### src/rtl/flash_seq_pkg.sv
package flash_seq_pkg;

    typedef enum logic [1:0] {
        OP_READ = 2'd0,
        OP_PROG = 2'd1,
        OP_SECT = 2'd2,
        OP_CHIP = 2'd3
    } fop_e;

    typedef enum logic [1:0] {
        RS_OK      = 2'd0,
        RS_VERIFY  = 2'd1,
        RS_TIMEOUT = 2'd2
    } fres_e;

    // nanoseconds to clock cycles, rounded up
    function automatic int ns2cyc(input int ns, input int clk_ns);
        return (ns + clk_ns - 1) / clk_ns;
    endfunction

    function automatic int imax(input int a, input int b);
        return (a > b) ? a : b;
    endfunction

endpackage

### src/rtl/flash_cmd_rom.sv
module flash_cmd_rom
    import flash_seq_pkg::*;
#(
    parameter int ADDR_W = 19
) (
    input  fop_e              op,
    input  logic [2:0]        step,
    input  logic [ADDR_W-1:0] tgt_addr,
    input  logic [7:0]        tgt_data,
    output logic [ADDR_W-1:0] w_addr,
    output logic [7:0]        w_data,
    output logic              w_last
);
    localparam logic [ADDR_W-1:0] A_HI = ADDR_W'(12'h555);
    localparam logic [ADDR_W-1:0] A_LO = ADDR_W'(12'h2AA);

    always_comb begin
        w_addr = A_HI;
        w_data = 8'hAA;
        w_last = 1'b0;
        if (op == OP_PROG) begin
            w_last = (step == 3'd3);
            unique case (step)
                3'd0:    begin w_addr = A_HI;     w_data = 8'hAA;    end
                3'd1:    begin w_addr = A_LO;     w_data = 8'h55;    end
                3'd2:    begin w_addr = A_HI;     w_data = 8'hA0;    end
                default: begin w_addr = tgt_addr; w_data = tgt_data; end
            endcase
        end else begin
            w_last = (step == 3'd5);
            unique case (step)
                3'd0, 3'd3: begin w_addr = A_HI; w_data = 8'hAA; end
                3'd1, 3'd4: begin w_addr = A_LO; w_data = 8'h55; end
                3'd2:       begin w_addr = A_HI; w_data = 8'h80; end
                default: begin
                    w_addr = (op == OP_SECT) ? tgt_addr : A_HI;
                    w_data = (op == OP_SECT) ? 8'h20 : 8'h10;
                end
            endcase
        end
    end
endmodule

### src/rtl/flash_op_timer.sv
module flash_op_timer
    import flash_seq_pkg::*;
#(
    parameter int CLK_NS     = 10,
    parameter int PROG_TO_NS = 20_000,
    parameter int SE_TO_NS   = 25_000_000,
    parameter int CE_TO_NS   = 100_000_000
) (
    input  logic clk,
    input  logic rst_n,
    input  logic start,
    input  fop_e op,
    output logic expired
);
    localparam int PROG_CYC = ns2cyc(PROG_TO_NS, CLK_NS);
    localparam int SE_CYC   = ns2cyc(SE_TO_NS, CLK_NS);
    localparam int CE_CYC   = ns2cyc(CE_TO_NS, CLK_NS);
    localparam int MAX_CYC  = imax(PROG_CYC, imax(SE_CYC, CE_CYC));
    localparam int TW       = $clog2(MAX_CYC + 1);

    logic [TW-1:0] cnt_d, cnt_q, limit;

    always_comb begin
        unique case (op)
            OP_SECT: limit = TW'(SE_CYC);
            OP_CHIP: limit = TW'(CE_CYC);
            default: limit = TW'(PROG_CYC);
        endcase
        if (start)               cnt_d = limit;
        else if (cnt_q != '0)    cnt_d = cnt_q - 1'b1;
        else                     cnt_d = cnt_q;
    end

    always_ff @(posedge clk or negedge rst_n) begin
        if (!rst_n) cnt_q <= '0;
        else        cnt_q <= cnt_d;
    end

    assign expired = (cnt_q == '0);


    expiry_sticky_chk: assert property (@(posedge clk) disable iff (!rst_n)
        (expired && !start) |=> expired);

    load_clears_chk: assert property (@(posedge clk) disable iff (!rst_n)
        start |=> !expired);
endmodule

### src/rtl/flash_bus_cycle.sv
module flash_bus_cycle
    import flash_seq_pkg::*;
#(
    parameter int ADDR_W  = 19,
    parameter int WL_CYC  = 4,
    parameter int WH_CYC  = 3,
    parameter int ACC_CYC = 6
) (
    input  logic              clk,
    input  logic              rst_n,
    input  logic              start,
    input  logic              wr,
    input  logic [ADDR_W-1:0] addr,
    input  logic [7:0]        wdata,
    output logic              done,
    output logic [7:0]        rdata,
    output logic              ce_n,
    output logic              oe_n,
    output logic              we_n,
    output logic [ADDR_W-1:0] bus_addr,
    output logic [7:0]        dq_o,
    output logic              dq_oe,
    input  logic [7:0]        dq_i
);
    localparam int CMAX = imax(WL_CYC, imax(WH_CYC, ACC_CYC));
    localparam int CW   = (CMAX < 2) ? 1 : $clog2(CMAX);

    typedef enum logic [2:0] {B_IDLE, B_WLOW, B_WHIGH, B_RTURN, B_RWAIT} bst_e;

    typedef struct packed {
        bst_e              st;
        logic [CW-1:0]     cnt;
        logic              ce_n;
        logic              oe_n;
        logic              we_n;
        logic [ADDR_W-1:0] addr;
        logic [7:0]        dq_o;
        logic              dq_oe;
        logic [7:0]        rdata;
        logic              done;
    } bus_s;

    bus_s d, q;

    always_comb begin
        d      = q;
        d.done = 1'b0;
        unique case (q.st)
            B_IDLE: if (start) begin
                d.addr = addr;
                d.ce_n = 1'b0;
                d.oe_n = 1'b1;
                if (wr) begin
                    d.st    = B_WLOW;
                    d.we_n  = 1'b0;
                    d.dq_o  = wdata;
                    d.dq_oe = 1'b1;
                    d.cnt   = CW'(WL_CYC - 1);
                end else begin
                    d.st    = B_RTURN;
                    d.dq_oe = 1'b0;
                end
            end
            B_WLOW: if (q.cnt == '0) begin
                d.st   = B_WHIGH;
                d.we_n = 1'b1;
                d.cnt  = CW'(WH_CYC - 1);
            end else d.cnt = q.cnt - 1'b1;
            B_WHIGH: if (q.cnt == '0) begin
                d.st    = B_IDLE;
                d.ce_n  = 1'b1;
                d.dq_oe = 1'b0;
                d.done  = 1'b1;
            end else d.cnt = q.cnt - 1'b1;
            B_RTURN: begin
                d.st   = B_RWAIT;
                d.oe_n = 1'b0;
                d.cnt  = CW'(ACC_CYC - 1);
            end
            B_RWAIT: if (q.cnt == '0) begin
                d.st    = B_IDLE;
                d.rdata = dq_i;
                d.oe_n  = 1'b1;
                d.ce_n  = 1'b1;
                d.done  = 1'b1;
            end else d.cnt = q.cnt - 1'b1;
            default: d.st = B_IDLE;
        endcase
    end

    always_ff @(posedge clk or negedge rst_n) begin
        if (!rst_n) begin
            q       <= '0;
            q.st    <= B_IDLE;
            q.ce_n  <= 1'b1;
            q.oe_n  <= 1'b1;
            q.we_n  <= 1'b1;
        end else begin
            q <= d;
        end
    end

    assign done     = q.done;
    assign rdata    = q.rdata;
    assign ce_n     = q.ce_n;
    assign oe_n     = q.oe_n;
    assign we_n     = q.we_n;
    assign bus_addr = q.addr;
    assign dq_o     = q.dq_o;
    assign dq_oe    = q.dq_oe;


    write_pins_chk: assert property (@(posedge clk) disable iff (!rst_n)
        !we_n |-> (!ce_n && oe_n && dq_oe));

    addr_hold_chk: assert property (@(posedge clk) disable iff (!rst_n)
        (!we_n && !$past(we_n)) |-> ($stable(bus_addr) && $stable(dq_o)));

    bus_release_chk: assert property (@(posedge clk) disable iff (!rst_n)
        !oe_n |-> (!dq_oe && !$past(dq_oe)));
endmodule

### src/rtl/flash_seq_top.sv
module flash_seq_top
    import flash_seq_pkg::*;
#(
    parameter int ADDR_W     = 19,
    parameter int CLK_NS     = 10,
    parameter int WE_LOW_NS  = 40,
    parameter int WE_HIGH_NS = 30,
    parameter int ACCESS_NS  = 55,
    parameter int PROG_TO_NS = 20_000,
    parameter int SE_TO_NS   = 25_000_000,
    parameter int CE_TO_NS   = 100_000_000
) (
    input  logic              clk,
    input  logic              rst_n,
    input  logic              req_valid,
    output logic              req_ready,
    input  logic [1:0]        req_op,
    input  logic [ADDR_W-1:0] req_addr,
    input  logic [7:0]        req_wdata,
    output logic              rsp_valid,
    output logic [1:0]        rsp_status,
    output logic [7:0]        rsp_rdata,
    output logic              fl_ce_n,
    output logic              fl_oe_n,
    output logic              fl_we_n,
    output logic [ADDR_W-1:0] fl_addr,
    output logic [7:0]        fl_dq_o,
    output logic              fl_dq_oe,
    input  logic [7:0]        fl_dq_i
);
    localparam int WL_CYC  = imax(1, ns2cyc(WE_LOW_NS, CLK_NS));
    localparam int WH_CYC  = imax(1, ns2cyc(WE_HIGH_NS, CLK_NS));
    localparam int ACC_CYC = imax(1, ns2cyc(ACCESS_NS, CLK_NS));

    typedef enum logic [2:0] {S_IDLE, S_CMD, S_READ, S_POLL, S_CONF} sst_e;

    typedef struct packed {
        sst_e              st;
        fop_e              op;
        logic [ADDR_W-1:0] addr;
        logic [7:0]        wdata;
        logic [2:0]        step;
        logic              rd_idx;
        logic [7:0]        first;
        logic              pend;
        logic              rsp_valid;
        fres_e             rsp_status;
        logic [7:0]        rsp_rdata;
    } top_s;

    top_s d, q;

    logic              bus_start, bus_wr, bus_done;
    logic [ADDR_W-1:0] bus_req_addr, rom_addr;
    logic [7:0]        bus_rdata, rom_data;
    logic              rom_last, tmr_start, tmr_exp;

    flash_cmd_rom #(.ADDR_W(ADDR_W)) u_rom (
        .op(q.op), .step(q.step), .tgt_addr(q.addr), .tgt_data(q.wdata),
        .w_addr(rom_addr), .w_data(rom_data), .w_last(rom_last)
    );

    flash_op_timer #(
        .CLK_NS(CLK_NS), .PROG_TO_NS(PROG_TO_NS),
        .SE_TO_NS(SE_TO_NS), .CE_TO_NS(CE_TO_NS)
    ) u_tmr (
        .clk(clk), .rst_n(rst_n), .start(tmr_start), .op(q.op), .expired(tmr_exp)
    );

    flash_bus_cycle #(
        .ADDR_W(ADDR_W), .WL_CYC(WL_CYC), .WH_CYC(WH_CYC), .ACC_CYC(ACC_CYC)
    ) u_bus (
        .clk(clk), .rst_n(rst_n), .start(bus_start), .wr(bus_wr),
        .addr(bus_req_addr), .wdata(rom_data), .done(bus_done), .rdata(bus_rdata),
        .ce_n(fl_ce_n), .oe_n(fl_oe_n), .we_n(fl_we_n), .bus_addr(fl_addr),
        .dq_o(fl_dq_o), .dq_oe(fl_dq_oe), .dq_i(fl_dq_i)
    );

    always_comb begin
        bus_start    = !q.pend && (q.st != S_IDLE);
        bus_wr       = (q.st == S_CMD);
        bus_req_addr = bus_wr ? rom_addr : q.addr;
    end

    always_comb begin
        d           = q;
        d.rsp_valid = 1'b0;
        tmr_start   = 1'b0;
        if (bus_start) d.pend = 1'b1;
        if (bus_done)  d.pend = 1'b0;
        unique case (q.st)
            S_IDLE: if (req_valid) begin
                d.op     = fop_e'(req_op);
                d.addr   = req_addr;
                d.wdata  = req_wdata;
                d.step   = '0;
                d.rd_idx = 1'b0;
                d.st     = (fop_e'(req_op) == OP_READ) ? S_READ : S_CMD;
            end
            S_CMD: if (bus_done) begin
                if (rom_last) begin
                    d.st      = S_POLL;
                    d.rd_idx  = 1'b0;
                    tmr_start = 1'b1;
                end else begin
                    d.step = q.step + 3'd1;
                end
            end
            S_READ: if (bus_done) begin
                d.rsp_valid  = 1'b1;
                d.rsp_status = RS_OK;
                d.rsp_rdata  = bus_rdata;
                d.st         = S_IDLE;
            end
            S_POLL: if (bus_done) begin
                if (!q.rd_idx) begin
                    d.first  = bus_rdata;
                    d.rd_idx = 1'b1;
                end else begin
                    d.rd_idx = 1'b0;
                    if (q.first[6] == bus_rdata[6]) begin
                        d.st = S_CONF;
                    end else if (tmr_exp) begin
                        d.rsp_valid  = 1'b1;
                        d.rsp_status = RS_TIMEOUT;
                        d.rsp_rdata  = bus_rdata;
                        d.st         = S_IDLE;
                    end
                end
            end
            S_CONF: if (bus_done) begin
                if (!q.rd_idx) begin
                    d.first  = bus_rdata;
                    d.rd_idx = 1'b1;
                end else begin
                    d.rd_idx = 1'b0;
                    if (q.first == bus_rdata) begin
                        d.rsp_valid  = 1'b1;
                        d.rsp_status = (q.op == OP_PROG && bus_rdata != q.wdata)
                                       ? RS_VERIFY : RS_OK;
                        d.rsp_rdata  = bus_rdata;
                        d.st         = S_IDLE;
                    end else if (tmr_exp) begin
                        d.rsp_valid  = 1'b1;
                        d.rsp_status = RS_TIMEOUT;
                        d.rsp_rdata  = bus_rdata;
                        d.st         = S_IDLE;
                    end else begin
                        d.st = S_POLL;
                    end
                end
            end
            default: d.st = S_IDLE;
        endcase
    end

    always_ff @(posedge clk or negedge rst_n) begin
        if (!rst_n) begin
            q            <= '0;
            q.st         <= S_IDLE;
            q.op         <= OP_READ;
            q.rsp_status <= RS_OK;
        end else begin
            q <= d;
        end
    end

    assign req_ready  = (q.st == S_IDLE);
    assign rsp_valid  = q.rsp_valid;
    assign rsp_status = q.rsp_status;
    assign rsp_rdata  = q.rsp_rdata;


    rsp_pulse_chk: assert property (@(posedge clk) disable iff (!rst_n)
        rsp_valid |=> !rsp_valid);

    one_in_flight_chk: assert property (@(posedge clk) disable iff (!rst_n)
        (req_valid && req_ready) |=> !req_ready);

    read_no_write_chk: assert property (@(posedge clk) disable iff (!rst_n)
        (q.st == S_READ) |-> fl_we_n);
endmodule

### config.mk
export PLATFORM = sky130hd
export DESIGN_NAME = flash_seq_top
export DESIGN_NICKNAME = d
export VERILOG_FILES = /design/src/rtl/flash_seq_pkg.sv /design/src/rtl/flash_cmd_rom.sv /design/src/rtl/flash_op_timer.sv /design/src/rtl/flash_bus_cycle.sv /design/src/rtl/flash_seq_top.sv
export SDC_FILE = /design/constraint.sdc
export NUM_CORES = 1
export LEC_CHECK = 0
export CAP_MARGIN = 30
export CORE_MARGIN = 4
export CORE_UTILIZATION = 30
export CTS_BUF_LIST = sky130_fd_sc_hd__clkbuf_4
export DETAILED_ROUTE_END_ITERATION = 16
export HOLD_SLACK_MARGIN = 0.06
export PLACE_DENSITY_LB_ADDON = 0.3
export RECOVER_POWER = 50
export SETUP_SLACK_MARGIN = 0.3
export SYNTH_ARGS = -nofsm -noshare
export SYNTH_HDL_FRONTEND = slang
export SYNTH_SLANG_ARGS = --single-unit
### constraint.sdc
create_clock -name clk -period 2.6 [get_ports clk]
set_input_delay 0.39 -clock clk [delete_from_list [all_inputs] [get_ports clk]]
set_output_delay 0.39 -clock clk [all_outputs]
set_load 0.01 [all_outputs]
Yosys cells after proc, flatten, opt, wreduce, memory -nomap -nowiden
Cells that the tools add are included.

Register bits after elaboration: 126. Input port bits: 40. Output and inout port bits: 43. Logic and storage cells: 178.

$add $sub $neg: 3. Equal/unequal tests: 38. Mux-type cells: 72. Bitwise gates (word level): 1. Reduce and logical (&&, ||, !) cells: 42.

Operators by type and width (count): $mux W11 (8); $pmux W19 S2 (2); $mux W19 (3); $mux W24 (2); $mux W3 (16); $pmux W24 S2 (1); $pmux W8 S3 (2); $mux W37 (1); $mux W36 (1); $pmux W11 S3 (1); $logic_not A24 Y1 (1); $mux W8 (3); $pmux W3 S4 (2); $reduce_bool A24 Y1 (1); $sub A24 B1 Y24 const B (1); $ne A2 B1 Y1 const B (10); $eq A3 B2 Y1 const B (6); $ne A2 B2 Y1 const B (8); $reduce_and A4 Y1 (4); $mux W1 (15); $pmux W3 S5 (1); $reduce_and A3 Y1 (5); $reduce_bool A3 Y1 (5); $eq A3 B3 Y1 const B (4); 29 further kinds (53).

Logic depth before layout (Yosys ltp)
Depth in word-level cells: 7. Depth in mapped cells: 9. Mapped depth without buffers: 7.

Cells and area by module
A second synthesis with hierarchy kept.

Cell total of the unflattened synthesis: 756. Area, all modules: 7226.9 µm².

By module, submodules not included: flash_seq_top (instances 1, cells an instance 331, area an instance 2924.1 µm², seq. area each 1401.3 µm²); flash_bus_cycle (instances 1, cells an instance 182, area an instance 2219.6 µm², seq. area each 1154.9 µm²); flash_op_timer (instances 1, cells an instance 145, area an instance 1415.1 µm², seq. area each 600.6 µm²); flash_cmd_rom (instances 1, cells an instance 98, area an instance 668.1 µm², seq. area each 0.0 µm²).

Worst setup path before layout
OpenSTA, ideal clock, no wires.

Kind: register to register. Start: register u_tmr.cnt_q[0]. End: register q (netlist bit rsp_rdata[0]). Library setup time: 0.070 ns. Arrival time: 2.101 ns. Data required time: 2.530 ns. Path slack: 0.429 ns. Cell stages (with the launch flop): 10. Path buffers: 2. Clock period less this slack: 2.171 ns. Path through: dfrtp_1 inv_1 ha_1 or4b_4 nor4b_4 and2_1 buf_4 buf_6 o2111a_1 nand3b_1.

Cells in the longest elaborated chain, start to end: 6. Elaborated cells between the ends (all ways): 9. Classes of those cells: mux (8); reduce/logical (1).

RTL lines: start, declared (RTL line flash_op_timer.sv:21) `logic [TW-1:0] cnt_d, cnt_q, limit;`; start signal, assigned (RTL line flash_op_timer.sv:36) `else cnt_q <= cnt_d;`; $logic_not A24 Y1 * (RTL line flash_op_timer.sv:39) `assign expired = (cnt_q == '0);`; $mux W11 *; $mux W11, on equally long branches (3 in series); $pmux W11 S3 *; end, declared (RTL line flash_seq_top.sv:51) `top_s d, q;`.

Mark *: on every way between the ends. The rest lies on a longest branch, timed or not. The select of a mux whose other input is x is not followed. A chain may end at the register's enable or synchronous reset.

Worst setup path in the final report
Start: register q[55] in the netlist's numbering. End: output port req_ready.

Cells in the longest elaborated chain, start to end: 1.

RTL lines: $logic_not A3 Y1 (RTL line flash_seq_top.sv:168) `assign req_ready = (q.st == S_IDLE);`; end, declared (RTL line flash_seq_top.sv:16) `output logic req_ready,`.

No other way between the ends.

==> metrics <==
DR vias 5,309; Final HPWL DP 12.36 mm; most frequent cell after synthesis nand2_1; fin crit share 84.98%; Placement Rows 54; reported max-cap violation count 0; Tmin final 2.210 ns; Post-Synthesis Cells 707; CP Launch Type register; Yosys cell types 75; power density over the cells 443.8 nW/um2; Top Usage Layer GRT met2; 1st-pass router iterations 4; RSZ-0062 raised after global routing true; latest clock arrival within the worst-skew pair 0.54 ns; Yosys top cell area share 45.67%; CP Class reg2out; synthesis-to-layout area growth 19.83%; number of flops mapped to enable cells by yosys 0; largest area contributor in the synthesized netlist dfrtp_1; Leak 3.692 nW; DRT iter0 DRCs 289; Core Region 21,960 um2; post-synthesis simple-gate area fraction 20.53%; grt total ovfl 0; flops & latches, synth 126; crit-path max FO 10; NumNets Final 820; drt drc 0; final antenna-violating net count 0; H-tree depth 4; syn avg cell area 9.532 um2; post-synthesis compound-gate area fraction 14.98%; Initial Utilization 30.69%; Worst Path Arrival 1.82 ns; Setup Viol. Count Final 0; xor/xnor share of the synthesized area 4.809%; root cell of the clock tree clkbuf_4; Worst Hold Class in2reg; Slew @ Worst Pin 1.143 ns; fraction of layout cells with a size suffix above 1 14.52%; pin count of the biggest net entering global routing 39; most frequent cells after synthesis nand2_1, dfrtp_1, buf_4; first-pass GRT wire length 27.94 mm; top cells by area, synth dfrtp_1, nand2_1, buf_4; top_reg_cell synth dfrtp_1; Adder-Cell Fraction of Synth Area 1.634%; Final Hold Viols 0; fin. max-slew vios 0; Synth Net Count 755; CTS Buffer Depth 2; Die Ht 157.9 um; Final Power 0.003584 W; register area share after synthesis 46.84%; met1 Usage GRT 19.99%; Fin Setup TNS 0 ns; WL final 17.22 mm; Max Clock Skew 0.02625 ns; TritonCTS Buffers 17; Post-Syn Area 6739 um2; I/O Buffers 82; RePlAce Congestion 0.7975; number of global-route vias before repair 5,133; outcome finished clean; Die Span X 157.9 um; Worst-path clk slew 0.14 ns; I/O pins 83; Synth async-reset ratio 100.0%; synth warn 0; initial antenna violation count 1; largest family of logic cells by synthesized area simple AND/OR/NAND/NOR gates; crit end category output pin; mux contribution to synthesized area 3.936%; fill count 2,200; GR Util met2 22.23%; Peak Freq 452.6 MHz; Max-Slew Margin vs Limit 23.81%; routed wire length per instance 16.15 um; CTS tree built; vias per std cell 4.980; Die ar. 24,920 um2; Required @ worst endpoint 2.21 ns; routing usage on met3 3.198%; clock sink count 126; Max VDD drop 0.0002423 V; Total GRT Usage 14.25%
## sequential cells by signal, summed over array words and instances, names as in the netlist
| name | flops |
|---|---|
| q | 45 |
| u_bus.oe_n | 1 |
| rsp_status | 2 |
| u_bus.dq_o | 8 |
| u_bus.bus_addr | 19 |
| u_bus.we_n | 1 |
| u_tmr.cnt_q | 24 |
| u_bus.dq_oe | 1 |
| u_bus.done | 1 |
| rsp_valid | 1 |
| rsp_rdata | 8 |
| u_bus.ce_n | 1 |
| u_bus.q | 6 |
| u_bus.rdata | 8 |
## critical path, cell delays in order (launching register included)
cell and delay, ns:
dfrtp_1 0.51, nor3_1 0.43, dlygate4sd2_1 0.34
## area by class of cell
| class | count | area, um2 | area share [%] |
|---|---|---|---|
| Tap cell | 280 | 350.3 | 4.338 |
| Clock buffer | 18 | 135.1 | 1.673 |
| Inverter | 15 | 56.30 | 0.6972 |
| Antenna cell | 1 | 2.502 | 0.03099 |
| Timing Repair Buffer | 118 | 1091 | 13.51 |
| Multi-Input combinational cell | 494 | 3114 | 38.57 |
| Clock inverter | 14 | 168.9 | 2.092 |
| Sequential cell | 126 | 3157 | 39.09 |
## per-stage QoR
step / hold WS [ns] / area [um2] / setup slack [ns] / cells / utilization [%]
CTS: 0.3014 / 8082 / 0.3121 / 1064 / 36.80
detailed placement: 0.4010 / 7740 / 0.1983 / 1029 / 35.25
finish: 0.3603 / 8075 / 0.3905 / 1066 / 36.77
global route: 0.3009 / 8075 / 0.1490 / 1066 / 36.77
global placement: 0.3987 / 7740 / 0.2426 / 1029 / 35.25
floorplan: 0.09441 / 6739 / 0.4290 / 707 / -
## layout by cell type, fill, tap and decap left out, drive strengths merged, types with 11 or more instances in the layout
master	instances
nand3b	11
dfrtp	123
nor4	11
nor2	30
clkbuf	23
clkdlybuf4s50	80
xor2	30
o21ai	41
nand2	140
buf	31
nand3	16
inv	16
mux2	20
and2	11
a21oi	31
nor3	13
## metal layers
| layer | wire, um | up-vias |
|---|---|---|
| met5 | 0 | - |
| met2 | 8211 | 109 |
| met3 | 701 | 12 |
| met4 | 172 | 0 |
| met1 | 8134 | 2602 |
| li1 | - | 2586 |
## report_power, final
part	internal (W)	leakage, nW	switching [W]	total [W]
logic	0.0000648	1.86	0.0000603	0.000125
clock network	0.000674	0.142	0.000804	0.00148
registers	0.00197	1.69	0.0000148	0.00198
## repair_timing
item,4_1_cts,5_1_grt
pin swaps,1,1
endpoints found under the setup margin,15,26
hold buffers,1,0
resized for setup,6,7
endpoints found under the hold margin,30,0
buffers inserted,2,1
## cell families after synthesis
family	Yosys count
multiplexers	24
AND/OR/NAND/NOR	278
buffers and inverters	87
AO/OA/AOI/OAI	146
XOR/XNOR	37
flip-flops	126
adder cells (fa/ha/maj)	9
## worst paths after layout
check                               start  depth (start not counted)  slack, ns               to
min in group asynchronous           rst_n                          2       0.53      u_bus.q[44]
hold reg to reg                     q[32]                          2       0.49            q[32]
max in group asynchronous           rst_n                          3       0.51  u_tmr.cnt_q[19]
hold / removal                req_addr[9]                          3       0.36            q[41]
setup / recovery                    q[55]                          2       0.39        req_ready
setup reg to reg           u_tmr.cnt_q[1]                          9       0.40   u_tmr.cnt_q[3]
(Power assumes the default switching activity.)
